File: src/rtl/iqf_pkg.sv
package iqf_pkg;
  typedef enum logic [2:0] {
    ST_IDLE    = 3'd0,
    ST_INS_REQ = 3'd1,
    ST_INS_RSP = 3'd2,
    ST_LNK_REQ = 3'd3,
    ST_LNK_RSP = 3'd4
  } fetch_st_e;
endpackage

File: src/rtl/iqf_credit.sv
module iqf_credit #(
  parameter int CNT_W     = 20,
  parameter int INS_WORDS = 8
) (
  input  logic             clk,
  input  logic             rst_n,
  input  logic             db_wr,
  input  logic [CNT_W-1:0] db_val,
  input  logic             take,
  input  logic             ovf_clr,
  output logic [CNT_W-1:0] cnt,
  output logic             ovf,
  output logic             has_ins
);
  localparam logic [CNT_W:0] TAKE_AMT = (CNT_W+1)'(INS_WORDS);

  logic [CNT_W-1:0] cnt_q, cnt_d;
  logic [CNT_W:0]   add_v, sum_v;
  logic             ovf_q, ovf_d, cnt_en, ovf_en;

  always_comb begin
    add_v  = db_wr ? {1'b0, db_val} : '0;
    sum_v  = {1'b0, cnt_q} + add_v - (take ? TAKE_AMT : '0);
    cnt_d  = sum_v[CNT_W-1:0];
    cnt_en = db_wr | take;
    ovf_d  = db_wr & sum_v[CNT_W];
    ovf_en = ovf_d | ovf_clr;
  end

  always_ff @(posedge clk or negedge rst_n) begin
    if (!rst_n) begin
      cnt_q <= '0;
      ovf_q <= 1'b0;
    end else begin
      if (cnt_en) cnt_q <= cnt_d;
      if (ovf_en) ovf_q <= ovf_d;
    end
  end

  assign cnt     = cnt_q;
  assign ovf     = ovf_q;
  assign has_ins = (cnt_q >= CNT_W'(INS_WORDS));

  AST_DB_ALIGNED: assert property (@(posedge clk) disable iff (!rst_n)
    db_wr |-> (db_val[2:0] == 3'b000));
  AST_TAKE_HAS_CREDIT: assert property (@(posedge clk) disable iff (!rst_n)
    take |-> (cnt_q >= CNT_W'(INS_WORDS)));
  AST_OVF_STICKY: assert property (@(posedge clk) disable iff (!rst_n)
    (ovf_q && !ovf_clr) |=> ovf_q);
endmodule

File: src/rtl/iqf_inflight.sv
module iqf_inflight #(
  parameter int CNT_W = 8
) (
  input  logic             clk,
  input  logic             rst_n,
  input  logic             inc,
  input  logic             dec_done,
  input  logic             dec_err,
  output logic [CNT_W-1:0] cnt,
  output logic             full
);
  localparam logic [CNT_W-1:0] MAX_CNT = '1;

  logic [CNT_W-1:0] cnt_q, cnt_d;
  logic [CNT_W:0]   up_v, dn_v;
  logic             cnt_en;

  always_comb begin
    up_v   = {1'b0, cnt_q} + (CNT_W+1)'(inc);
    dn_v   = (CNT_W+1)'(dec_done && (cnt_q != '0)) + (CNT_W+1)'(dec_err);
    cnt_d  = (up_v > dn_v) ? CNT_W'(up_v - dn_v) : '0;
    cnt_en = inc | dec_done | dec_err;
  end

  always_ff @(posedge clk or negedge rst_n) begin
    if (!rst_n) cnt_q <= '0;
    else if (cnt_en) cnt_q <= cnt_d;
  end

  assign cnt  = cnt_q;
  assign full = (cnt_q == MAX_CNT);

  AST_INFL_NO_WRAP: assert property (@(posedge clk) disable iff (!rst_n)
    (cnt_q == MAX_CNT) |=> (cnt_q != '0));
  AST_INFL_NO_INC_FULL: assert property (@(posedge clk) disable iff (!rst_n)
    (cnt_q == MAX_CNT) |-> !inc);
endmodule

File: src/rtl/iqf_assemble.sv
module iqf_assemble #(
  parameter int WORD_W    = 64,
  parameter int INS_WORDS = 8
) (
  input  logic                        clk,
  input  logic                        rst_n,
  input  logic                        beat_en,
  input  logic [WORD_W-1:0]           beat_data,
  input  logic                        beat_err,
  output logic                        last_beat,
  output logic                        err_done,
  output logic                        ins_valid,
  output logic [WORD_W*INS_WORDS-1:0] ins_data
);
  localparam int BEAT_W = (INS_WORDS > 1) ? $clog2(INS_WORDS) : 1;
  localparam logic [BEAT_W-1:0] LAST_IDX = BEAT_W'(INS_WORDS-1);

  logic [BEAT_W-1:0] beat_q, beat_d;
  logic              err_q, err_d, vld_d, vld_q, any_err;

  always_comb begin
    last_beat = beat_en && (beat_q == LAST_IDX);
    any_err   = err_q | (beat_en & beat_err);
    err_done  = last_beat & any_err;
    vld_d     = last_beat & ~any_err;
    beat_d    = last_beat ? '0 : beat_q + BEAT_W'(1);
    err_d     = last_beat ? 1'b0 : any_err;
  end

  always_ff @(posedge clk or negedge rst_n) begin
    if (!rst_n) begin
      beat_q <= '0;
      err_q  <= 1'b0;
      vld_q  <= 1'b0;
    end else begin
      vld_q <= vld_d;
      if (beat_en) begin
        beat_q <= beat_d;
        err_q  <= err_d;
      end
    end
  end

  for (genvar gi = 0; gi < INS_WORDS; gi++) begin : g_word
    logic [WORD_W-1:0] word_q;
    always_ff @(posedge clk or negedge rst_n) begin
      if (!rst_n) word_q <= '0;
      else if (beat_en && (beat_q == BEAT_W'(gi))) word_q <= beat_data;
    end
    assign ins_data[gi*WORD_W +: WORD_W] = word_q;
  end

  assign ins_valid = vld_q;

  AST_INS_AFTER_LAST: assert property (@(posedge clk) disable iff (!rst_n)
    ins_valid |-> $past(last_beat));
  AST_INS_ONE_CYCLE: assert property (@(posedge clk) disable iff (!rst_n)
    ins_valid |=> !ins_valid);
endmodule

File: src/rtl/iqf_fetch.sv
module iqf_fetch
  import iqf_pkg::*;
#(
  parameter int ADDR_W = 43,
  parameter int SIZE_W = 13
) (
  input  logic              clk,
  input  logic              rst_n,
  input  logic              enable,
  input  logic [SIZE_W-1:0] seg_words,
  input  logic              base_wr,
  input  logic [ADDR_W-1:0] base_line,
  input  logic              credit_ok,
  input  logic              infl_full,
  input  logic              req_ready,
  input  logic              rsp_valid,
  input  logic              rsp_err,
  input  logic [ADDR_W-1:0] lnk_line,
  input  logic              ins_last,
  output logic              req_valid,
  output logic              req_ptr,
  output logic [ADDR_W-1:0] req_line,
  output logic              take_ins,
  output logic              ins_beat_en,
  output logic [ADDR_W-1:0] cur_line,
  output logic              rd_err
);
  localparam int SLOT_W = SIZE_W - 3;

  fetch_st_e         st_q, st_d;
  logic [ADDR_W-1:0] cur_q, cur_d;
  logic [SLOT_W-1:0] slot_q, slot_d, seg_n;
  logic [SIZE_W-1:0] seg_m1;
  logic              need_lnk, go, pos_en, err_d, err_q;

  always_comb begin
    seg_m1   = seg_words - SIZE_W'(1);
    seg_n    = SLOT_W'(seg_m1 >> 3);
    need_lnk = (slot_q == seg_n);
    go       = enable & credit_ok;
    st_d     = st_q;
    unique case (st_q)
      ST_IDLE: begin
        if (go && need_lnk)        st_d = ST_LNK_REQ;
        else if (go && !infl_full) st_d = ST_INS_REQ;
      end
      ST_INS_REQ: if (req_ready) st_d = ST_INS_RSP;
      ST_INS_RSP: if (ins_last)  st_d = ST_IDLE;
      ST_LNK_REQ: if (req_ready) st_d = ST_LNK_RSP;
      ST_LNK_RSP: if (rsp_valid) st_d = ST_IDLE;
      default:                   st_d = ST_IDLE;
    endcase
  end

  always_comb begin
    cur_d  = cur_q;
    slot_d = slot_q;
    pos_en = 1'b0;
    if (base_wr) begin
      cur_d  = base_line;
      slot_d = '0;
      pos_en = 1'b1;
    end else if ((st_q == ST_INS_RSP) && ins_last) begin
      cur_d  = cur_q + ADDR_W'(1);
      slot_d = slot_q + SLOT_W'(1);
      pos_en = 1'b1;
    end else if ((st_q == ST_LNK_RSP) && rsp_valid && !rsp_err) begin
      cur_d  = lnk_line;
      slot_d = '0;
      pos_en = 1'b1;
    end
  end

  always_comb begin
    req_valid   = (st_q == ST_INS_REQ) || (st_q == ST_LNK_REQ);
    req_ptr     = (st_q == ST_LNK_REQ);
    req_line    = cur_q;
    take_ins    = (st_q == ST_INS_REQ) && req_ready;
    ins_beat_en = (st_q == ST_INS_RSP) && rsp_valid;
    err_d       = rsp_valid && rsp_err &&
                  ((st_q == ST_INS_RSP) || (st_q == ST_LNK_RSP));
  end

  always_ff @(posedge clk or negedge rst_n) begin
    if (!rst_n) begin
      st_q   <= ST_IDLE;
      cur_q  <= '0;
      slot_q <= '0;
      err_q  <= 1'b0;
    end else begin
      st_q  <= st_d;
      err_q <= err_d;
      if (pos_en) begin
        cur_q  <= cur_d;
        slot_q <= slot_d;
      end
    end
  end

  assign cur_line = cur_q;
  assign rd_err   = err_q;

  AST_REQ_HOLD: assert property (@(posedge clk) disable iff (!rst_n)
    (req_valid && !req_ready) |=> (req_valid && $stable(req_line) && $stable(req_ptr)));
  AST_BASE_QUIET: assert property (@(posedge clk) disable iff (!rst_n)
    base_wr |-> (!enable && (st_q == ST_IDLE)));
  AST_RSP_ONLY_WHEN_WAITING: assert property (@(posedge clk) disable iff (!rst_n)
    rsp_valid |-> ((st_q == ST_INS_RSP) || (st_q == ST_LNK_RSP)));
  AST_LINE_STEP: assert property (@(posedge clk) disable iff (!rst_n)
    ((st_q == ST_INS_RSP) && ins_last && !base_wr) |=> (cur_q == $past(cur_q) + ADDR_W'(1)));
endmodule

File: src/rtl/iqfetch_ctrl.sv
module iqfetch_ctrl #(
  parameter int CNT_W     = 20,
  parameter int SIZE_W    = 13,
  parameter int ADDR_W    = 43,
  parameter int WORD_W    = 64,
  parameter int INS_WORDS = 8,
  parameter int INFL_W    = 8
) (
  input  logic                        clk,
  input  logic                        rst_n,
  input  logic                        enable,
  input  logic [SIZE_W-1:0]           seg_words,
  input  logic                        base_wr,
  input  logic [ADDR_W-1:0]           base_line,
  input  logic                        db_wr,
  input  logic [CNT_W-1:0]            db_val,
  input  logic                        ovf_clr,
  output logic                        req_valid,
  input  logic                        req_ready,
  output logic                        req_ptr,
  output logic [ADDR_W-1:0]           req_line,
  input  logic                        rsp_valid,
  input  logic [WORD_W-1:0]           rsp_data,
  input  logic                        rsp_err,
  output logic                        ins_valid,
  output logic [WORD_W*INS_WORDS-1:0] ins_data,
  input  logic                        ins_done,
  output logic [CNT_W-1:0]            pend_cnt,
  output logic [ADDR_W-1:0]           next_line,
  output logic [INFL_W-1:0]           inflight,
  output logic                        db_ovf,
  output logic                        rd_err
);
  localparam int LNK_LO = 6;
  localparam int LNK_HI = ADDR_W + LNK_LO - 1;

  logic rst_meta_q, rst_sync_q;
  logic credit_ok, infl_full, take_ins, ins_beat_en, ins_last, err_done;

  always_ff @(posedge clk or negedge rst_n) begin
    if (!rst_n) begin
      rst_meta_q <= 1'b0;
      rst_sync_q <= 1'b0;
    end else begin
      rst_meta_q <= 1'b1;
      rst_sync_q <= rst_meta_q;
    end
  end

  iqf_credit #(.CNT_W(CNT_W), .INS_WORDS(INS_WORDS)) u_credit (
    .clk(clk), .rst_n(rst_sync_q), .db_wr(db_wr), .db_val(db_val),
    .take(take_ins), .ovf_clr(ovf_clr), .cnt(pend_cnt), .ovf(db_ovf),
    .has_ins(credit_ok)
  );

  iqf_inflight #(.CNT_W(INFL_W)) u_infl (
    .clk(clk), .rst_n(rst_sync_q), .inc(take_ins), .dec_done(ins_done),
    .dec_err(err_done), .cnt(inflight), .full(infl_full)
  );

  iqf_fetch #(.ADDR_W(ADDR_W), .SIZE_W(SIZE_W)) u_fetch (
    .clk(clk), .rst_n(rst_sync_q), .enable(enable), .seg_words(seg_words),
    .base_wr(base_wr), .base_line(base_line), .credit_ok(credit_ok),
    .infl_full(infl_full), .req_ready(req_ready), .rsp_valid(rsp_valid),
    .rsp_err(rsp_err), .lnk_line(rsp_data[LNK_HI:LNK_LO]), .ins_last(ins_last),
    .req_valid(req_valid), .req_ptr(req_ptr), .req_line(req_line),
    .take_ins(take_ins), .ins_beat_en(ins_beat_en), .cur_line(next_line),
    .rd_err(rd_err)
  );

  iqf_assemble #(.WORD_W(WORD_W), .INS_WORDS(INS_WORDS)) u_asm (
    .clk(clk), .rst_n(rst_sync_q), .beat_en(ins_beat_en), .beat_data(rsp_data),
    .beat_err(rsp_err), .last_beat(ins_last), .err_done(err_done),
    .ins_valid(ins_valid), .ins_data(ins_data)
  );

  AST_FETCH_NEEDS_CREDIT: assert property (@(posedge clk) disable iff (!rst_sync_q)
    $rose(req_valid) |-> $past(enable && credit_ok));
endmodule

File: config.mk
export PLATFORM = sky130hd
export DESIGN_NAME = iqfetch_ctrl
export DESIGN_NICKNAME = d
export VERILOG_FILES = /design/src/rtl/iqf_pkg.sv /design/src/rtl/iqf_credit.sv /design/src/rtl/iqf_inflight.sv /design/src/rtl/iqf_assemble.sv /design/src/rtl/iqf_fetch.sv /design/src/rtl/iqfetch_ctrl.sv
export SDC_FILE = /design/constraint.sdc
export NUM_CORES = 1
export LEC_CHECK = 0
export BUFFER_PORTS_ARGS = -buffer_cell sky130_fd_sc_hd__buf_2
export CORE_AREA = 10 10 298 300
export CTS_BUF_LIST = sky130_fd_sc_hd__clkbuf_4 sky130_fd_sc_hd__clkbuf_8
export DETAILED_ROUTE_END_ITERATION = 16
export DIE_AREA = 0 0 308 310
export HOLD_SLACK_MARGIN = 0.06
export PLACE_DENSITY = 0.51
export SLEW_MARGIN = 20
export SYNTH_ARGS = -nofsm -noshare
export SYNTH_HDL_FRONTEND = slang
export SYNTH_SLANG_ARGS = --single-unit
File: constraint.sdc
create_clock -name clk -period 30.1 [get_ports clk]
set_input_delay 3.01 -clock clk [delete_from_list [all_inputs] [get_ports clk]]
set_output_delay 3.01 -clock clk [all_outputs]
set_load 0.01 [all_outputs]
==> results.md, run 1 <==
- Status: finished clean
- Relative slew slack: 0.300
- Count of hold-fix buffers inserted at cts: 0
- Area of the multi-input gates: roughly 11000 µm²
- Arrival time of data at the critical path endpoint: ~6.5 ns
- Final core area utilization: 0.409
- Setup_tns: 0 ns
- Aggregate routed wire length: 108000 µm
- Buffer type at the clock tree root: clkbuf_8
- Critical path origin: rsp_valid
- Net count after synthesis: between 2k and 2.5k
- Initial antenna violation count: 27
- Number of distinct library cells after synthesis: 73
- I/O pin count: 781
- CTS H-tree lvls: 3
- VDD IR max: around 0.000055 V
- Total clock sinks: ~600
- Final critical-path share of the clock period: 0.199
- Count of buffers added by post-CTS timing repair for setup: 0
- Register-to-register setup slack: ~26 ns
- Count of fill cells added during filler insertion: just over 8k
- Area share of the leading cell type in the synthesized netlist: 0.569
- Height of the die: between 300 and 400 µm
- DRC viols: 0
- Via count of the routed design: ~21k
- Slew of the pin with the lowest slew margin: ~1.1 ns
- Number of routed nets with antenna violations: 0
- Highest routed layer: met5
- Async set-or-reset flop fraction in the synthesized netlist: 1.00
- Die area: between 90000 and 100000 µm²
- Kind of end point of the critical path: register
- EDFF count, synth: 0
- Length of routed met2 wiring: roughly 53000 µm
- Final weighted congestion in routability-driven placement: between 0.8 and 0.9
- Clk buf depth: 3
- Fraction of the yosys area taken by sequential cells: 0.569
- Clock insertion delay at the later pin of the skew report: approximately 0.77 ns
- Max Cap Viol: 0
- CP endpoint: u_infl.cnt[2]$_DFFE_PN0P_
- Overall routing resource usage: 0.219
- Inserted Clock Buffers: 108
- Synthesized area divided by synthesized cell count: 11.9 µm²
- Largest driver fanout on the critical path: 42
- Cell types occupying the most area after synthesis: dfrtp_1 (57%), mux2_2 (19%), nand2_1 (4.4%)
- Data required time at the worst endpoint: 30.65 ns
- Setup Skew: between 0.07 and 0.08 ns
- Post-CTS resize count: 0
- Minimum clock period after layout: approximately 6.0 ns
- Number of global-route vias before repair: ~22k
- Core outline area: 82900 µm²
- Worst R2R Start: u_fetch.st_q[0]$_DFFE_PN0P_
- Most frequently used cell type in the post-synthesis netlist: dfrtp_1
- Total of buffers placed on input and output ports: 780
- Type of the most critical hold path: reg -> reg
- Initial standard-cell utilization of the core: 0.321
- Clock-pin slew reported for the worst setup and hold paths after clock tree synthesis: 0.06 ns
- Pin count of the biggest net entering global routing: 177
- Capturing point of the worst reg2reg path: u_infl.cnt[2]$_DFFE_PN0P_
- First-pass detailed-route iteration total: 5
- Placed wire-length estimate: a little over 80000 µm
- Fmax: ~0.17 GHz
- TritonCTS clock tree: yes
- Logic depth of the worst register-to-register path: 13
- Total power divided by cell area: 106 nW/µm²
- Via count normalized by instance count: 5.03
- Area growth syn-to-layout: 27.4%
- Synth cell count leaders: dfrtp_1 (605), mux2_2 (449), nand2_1 (315)
- Met3 wirelength from detailed routing: ~10000 µm
- Category of the worst setup path launch point: input port
- Rows: 106
- Total number of nets in the final design: approximately 3.2k
- Total area of sequential cells: between 15000 and 20000 µm²
- Wire length of the first global-routing pass: 155000 µm
- Ys flop type: dfrtp_1
- Setup repair after global routing missed its margin: false
- Overall overflow remaining after global route: 0
- Synth Cell Area: between 20000 and 30000 µm²
- WL per Instance: around 26 µm
- Wire length the detailed router placed on met1: around 41000 µm
- Number of synthesis warnings: 0
- Static leakage: between 0.015 and 0.02 µW
- Fraction of final layout cells with drive strength greater than 1: 0.483
- Number of setup violations in the final report: 0
- Cell type contributing the most total cell area after synthesis: dfrtp_1
- Die width: a little over 300 µm
- Hold Vio Cnt, Final: 0
- Synthesized instance count: 2237
- Number of DRC markers in iteration 0: between 1k and 1.5k
- Pins Over Slew Limit: 0
- Path type of the worst setup path: in -> reg
- Number of storage elements in the synthesis netlist: approximately 600
[critical path, stage by stage]
cell      delay, ns
buf_2          0.11
and4bb_2       0.52
nand2_4        0.39
nor2_1         0.21
ha_1           0.21
inv_1          0.05
ha_1           0.27
nor2b_1        0.16
nor2_1         0.29
o21ai_0        0.18
o31ai_2        0.71
o21ai_0        0.22
nand2_1        0.11
o21ai_0        0.08
[where the power goes]
group	internal (µW)	leakage (µW)	switching, µW
combinational	607	0.00868	775
clock	490	0.00132	372
sequential	1150	0.00772	218
[routing by layer]
layer / global-route usage / up-vias
li1: - / 9270
met5: 0 / -
met3: 0.0837 / 216
met2: 0.371 / 835
met1: 0.247 / 10600
met4: 0.0874 / 24
[area by class of cell]
class                   count  area share
clock inverters            18     0.00664
inverters                  70     0.00775
flip-flops and latches    605       0.447
repair buffers            806       0.121
clock buffers             181      0.0670
multi-input cells        1393       0.310
well taps                1080      0.0399
diodes                      9    0.000664
[worst min-delay path by stage]
| stage | from | endpoint | slack (ns) | cells past startpoint |
|---|---|---|---|---|
| 2_1_floorplan | rst_meta_q$_DFF_PN0_ | rst_sync_q$_DFF_PN0_ | 0.33 | 0 |
| 6_report | rst_meta_q$_DFF_PN0_ | rst_sync_q$_DFF_PN0_ | 0.34 | 0 |
| 3_5_place_dp | rst_meta_q$_DFF_PN0_ | rst_sync_q$_DFF_PN0_ | 0.34 | 0 |
| 4_1_cts | rst_meta_q$_DFF_PN0_ | rst_sync_q$_DFF_PN0_ | 0.35 | 0 |
| 3_3_place_gp | rst_meta_q$_DFF_PN0_ | rst_sync_q$_DFF_PN0_ | 0.34 | 0 |
| 5_1_grt | rst_meta_q$_DFF_PN0_ | rst_sync_q$_DFF_PN0_ | 0.35 | 0 |
[placed cells by master (no fill, tap or decap), types with 8 or more instances in the layout]
master    instances
buf_2           779
dfrtp_1         604
mux2_2          449
nand2_1         309
clkbuf_8        146
o21ai_0         103
nor2_1           78
a21oi_1          75
inv_1            70
ha_1             51
clkbuf_4         35
nor3_1           26
buf_4            26
o22a_1           23
and3_1           21
nand3_1          21
a31oi_1          20
and2_1           14
xnor2_1          13
xor2_1           13
or3_1            12
nand2b_1         11
diode_2           9
o31ai_1           9
nor4_1            9
o211ai_1          8
clkinv_2          8
[per-stage QoR]
step           hold slack (ns)  std cells  cell area, µm²  setup slack, ns  power [µW]
6_report                 0.345       4162           33900            24.11        3610
5_1_grt                  0.352       4159           33900            23.88        3830
4_1_cts                  0.349       4153           33900            23.85        3660
3_5_place_dp             0.337       3954           31400            23.08        2770
3_3_place_gp             0.338       3954           31400            23.14        2740
2_1_floorplan            0.331       2237           26600            11.99        2090
[logic make-up after synthesis]
group,synth area share
buffers and inverters,0.0400
multiplexers,0.191
AND/OR/NAND/NOR,0.0937
adder cells (fa/ha/maj),0.0247
AO/OA/AOI/OAI,0.0727
flip-flops,0.569
XOR/XNOR,0.00856
other,0.000141
[sequential cells by signal (all words and copies together) (netlist names)]
signal,flops
rst_meta_q,1
rst_sync_q,1
u_asm.beat_q,3
u_asm.err_q,1
u_asm.g_word.word_q,512
u_asm.ins_valid,1
u_credit.cnt,20
u_credit.ovf,1
u_fetch.cur_line,43
u_fetch.rd_err,1
u_fetch.slot_q,10
u_fetch.st_q,3
u_infl.cnt,8
Power figures use the tool's default switching activity.
==> run 2, diff against run 1 <==
Settings changed: PLACE_DENSITY 0.51 to 0.53.
Clock period 30.1 ns to 5.5 ns, I/O delays scaled along.
==> results.md, run 2 (synthesis results as in run 1) <==
- Kind of end point of the critical path: register
- Total of buffers placed on input and output ports: 780
- Count of fill cells added during filler insertion: a little under 8k
- Area growth syn-to-layout: 28.5%
- Arrival time of data at the critical path endpoint: around 4.4 ns
- Tot Pwr: about 20000 µW
- Number of setup violations in the final report: 0
- Max Cap Viol: 0
- Wire length of the first global-routing pass: approximately 160000 µm
- Status: finished clean
- Slew of the pin with the lowest slew margin: 0.993 ns
- Pin count of the biggest net entering global routing: ~170
- Fraction of final layout cells with drive strength greater than 1: 0.475
- Clock insertion delay at the later pin of the skew report: 0.74 ns
- Final critical-path share of the clock period: 0.701
- Aggregate routed wire length: approximately 110000 µm
- TritonCTS clock tree: yes
- Overall routing resource usage: 0.219
- Setup Skew: roughly 0.073 ns
- Count of buffers added by post-CTS timing repair for setup: 0
- Minimum clock period after layout: 3.85 ns
- First-pass detailed-route iteration total: 5
- Number of routed nets with antenna violations: 0
- Number of global-route vias before repair: between 20k and 25k
- Placed instance count: about 4k
- WL per Instance: 25.8 µm
- Fmax: around 0.26 GHz
- Static leakage: around 0.018 µW
- Total number of nets in the final design: about 3.2k
- Setup_tns: 0 ns
- Final weighted congestion in routability-driven placement: a little under 0.9
- Initial standard-cell utilization of the core: 0.321
- CTS H-tree lvls: 3
- Initial antenna violation count: 20
- Hold Vio Cnt, Final: 0
- Relative slew slack: 0.338
- Overall overflow remaining after global route: 0
- Core outline area: around 83000 µm²
- Post-layout instance count excluding filler cells: 4187
- Total power divided by cell area: 578 nW/µm²
- Rows: roughly 110
- Clk buf depth: 3
- Total clock sinks: between 600 and 700
- Placed wire-length estimate: ~80000 µm
- Most used cells in the layout excluding fill and tap cells: buf_2 (779), dfrtp_1 (604), mux2_2 (449)
- I/O pin count: just under 800
- Path type of the worst setup path: reg -> reg
- Setup repair after global routing missed its margin: false
- Biggest register: u_asm.g_word.word_q
- Number of DRC markers in iteration 0: roughly 1.2k
- Pins Over Slew Limit: 0
- VDD IR max: slightly below 0.0003 V
- Clock-pin slew reported for the worst setup and hold paths after clock tree synthesis: 0.06 ns
- Die area: roughly 95000 µm²
- Inserted Clock Buffers: about 110
- Category of the worst setup path launch point: register
- Type of the most critical hold path: in -> reg
- Register-to-register setup slack: approximately 1.6 ns
- Height of the die: ~310 µm
- Largest register FFs: approximately 510
- Via count of the routed design: 21.3k
- Data required time at the worst endpoint: roughly 6.0 ns
- Via count normalized by instance count: ~5.1
- DRC viols: 0
- Worst hold slack across all endpoints: about 0.13 ns
- Most frequent standard cell in the layout excluding fill and tap cells: buf_2
- Largest driver fanout on the critical path: 12
- Die width: about 310 µm
- Buffer type at the clock tree root: clkbuf_8
- Post-CTS resize count: 0
## run 2: changes by cell type in the layout (fill, tap and decap cells not counted), moves of 2 or more
cell           change
dlygate4sd3_1     +35
clkbuf_4          -17
buf_4              -2
bufinv_16          +6
clkbuf_8          -11
clkinv_16          -2
diode_2            +2
clkinv_2          +12
## run 2: critical path: stages, from the launching register on
cell and delay (ns):
dfrtp_1 0.48, and4bb_2 0.62, nand2_4 0.08, nor2_1 0.12, ha_1 0.21, inv_1 0.06
ha_1 0.29, nor2b_1 0.17, nor2_1 0.28, o21ai_0 0.18, o31ai_2 0.75, o21ai_0 0.23
nand2_1 0.11, o21ai_0 0.09
## run 2: final timing paths
| kind | endpoint | depth (start not counted) | from |
|---|---|---|---|
| setup / recovery | u_infl.cnt[2]$_DFFE_PN0P_ | 13 | u_fetch.st_q[0]$_DFFE_PN0P_ |
| hold / removal | u_fetch.cur_line[18]$_DFFE_PN0P_ | 3 | base_line[18] |
| setup reg to reg | u_infl.cnt[2]$_DFFE_PN0P_ | 13 | u_fetch.st_q[0]$_DFFE_PN0P_ |
| hold reg to reg | rst_sync_q$_DFF_PN0_ | 0 | rst_meta_q$_DFF_PN0_ |
| max in group asynchronous | u_asm.g_word[7].word_q[18]$_DFFE_PN0N_ | 1 | rst_sync_q$_DFF_PN0_ |
| min in group asynchronous | rst_sync_q$_DFF_PN0_ | 2 | rst_n |
## run 2: layout make-up
type                    count  area [µm²]  share of cell area
flip-flops and latches    605       15100               0.443
multi-input cells        1393       10500               0.308
diodes                     11        27.5            0.000805
inverters                  70         263             0.00768
repair buffers            840        4470               0.131
well taps                1080        1350              0.0395
clock inverters            35         423              0.0124
clock buffers             153        1990              0.0583
## run 2: stage by stage
| stage | setup slack [ns] | cell area [µm²] | util |
|---|---|---|---|
| final | 1.65 | 34200 | 0.412 |
| after global routing | 1.47 | 34200 | 0.412 |
| after CTS | 1.38 | 34200 | 0.412 |
| after detailed placement | 1.26 | 31400 | 0.379 |
| after global placement | 1.45 | 31400 | 0.379 |
| after floorplan | -0.366 | 26600 | - |
## run 2: power by group
| part | switching (µW) | internal [µW] | total [µW] |
|---|---|---|---|
| Clock | 2020 | 2680 | 4710 |
| Combinational | 4260 | 3340 | 7600 |
| Sequential | 1180 | 6280 | 7470 |
| Total | 7460 | 12300 | 19800 |
## run 2: timing repair
item | 4_1_cts | 5_1_grt
endpoints found under the hold margin | 39 | 0
endpoints found under the setup margin | 0 | 0
hold buffers | 35 | 0
## run 2: per-layer routing
| metal | part of all wire | up-vias | global-route usage |
|---|---|---|---|
| met3 | 0.081 | 206 | 0.0682 |
| met4 | 0.033 | 22 | 0.0806 |
| li1 | - | 9338 | - |
| met5 | 0.0014 | - | 0 |
| met1 | 0.39 | 10900 | 0.256 |
| met2 | 0.49 | 852 | 0.374 |
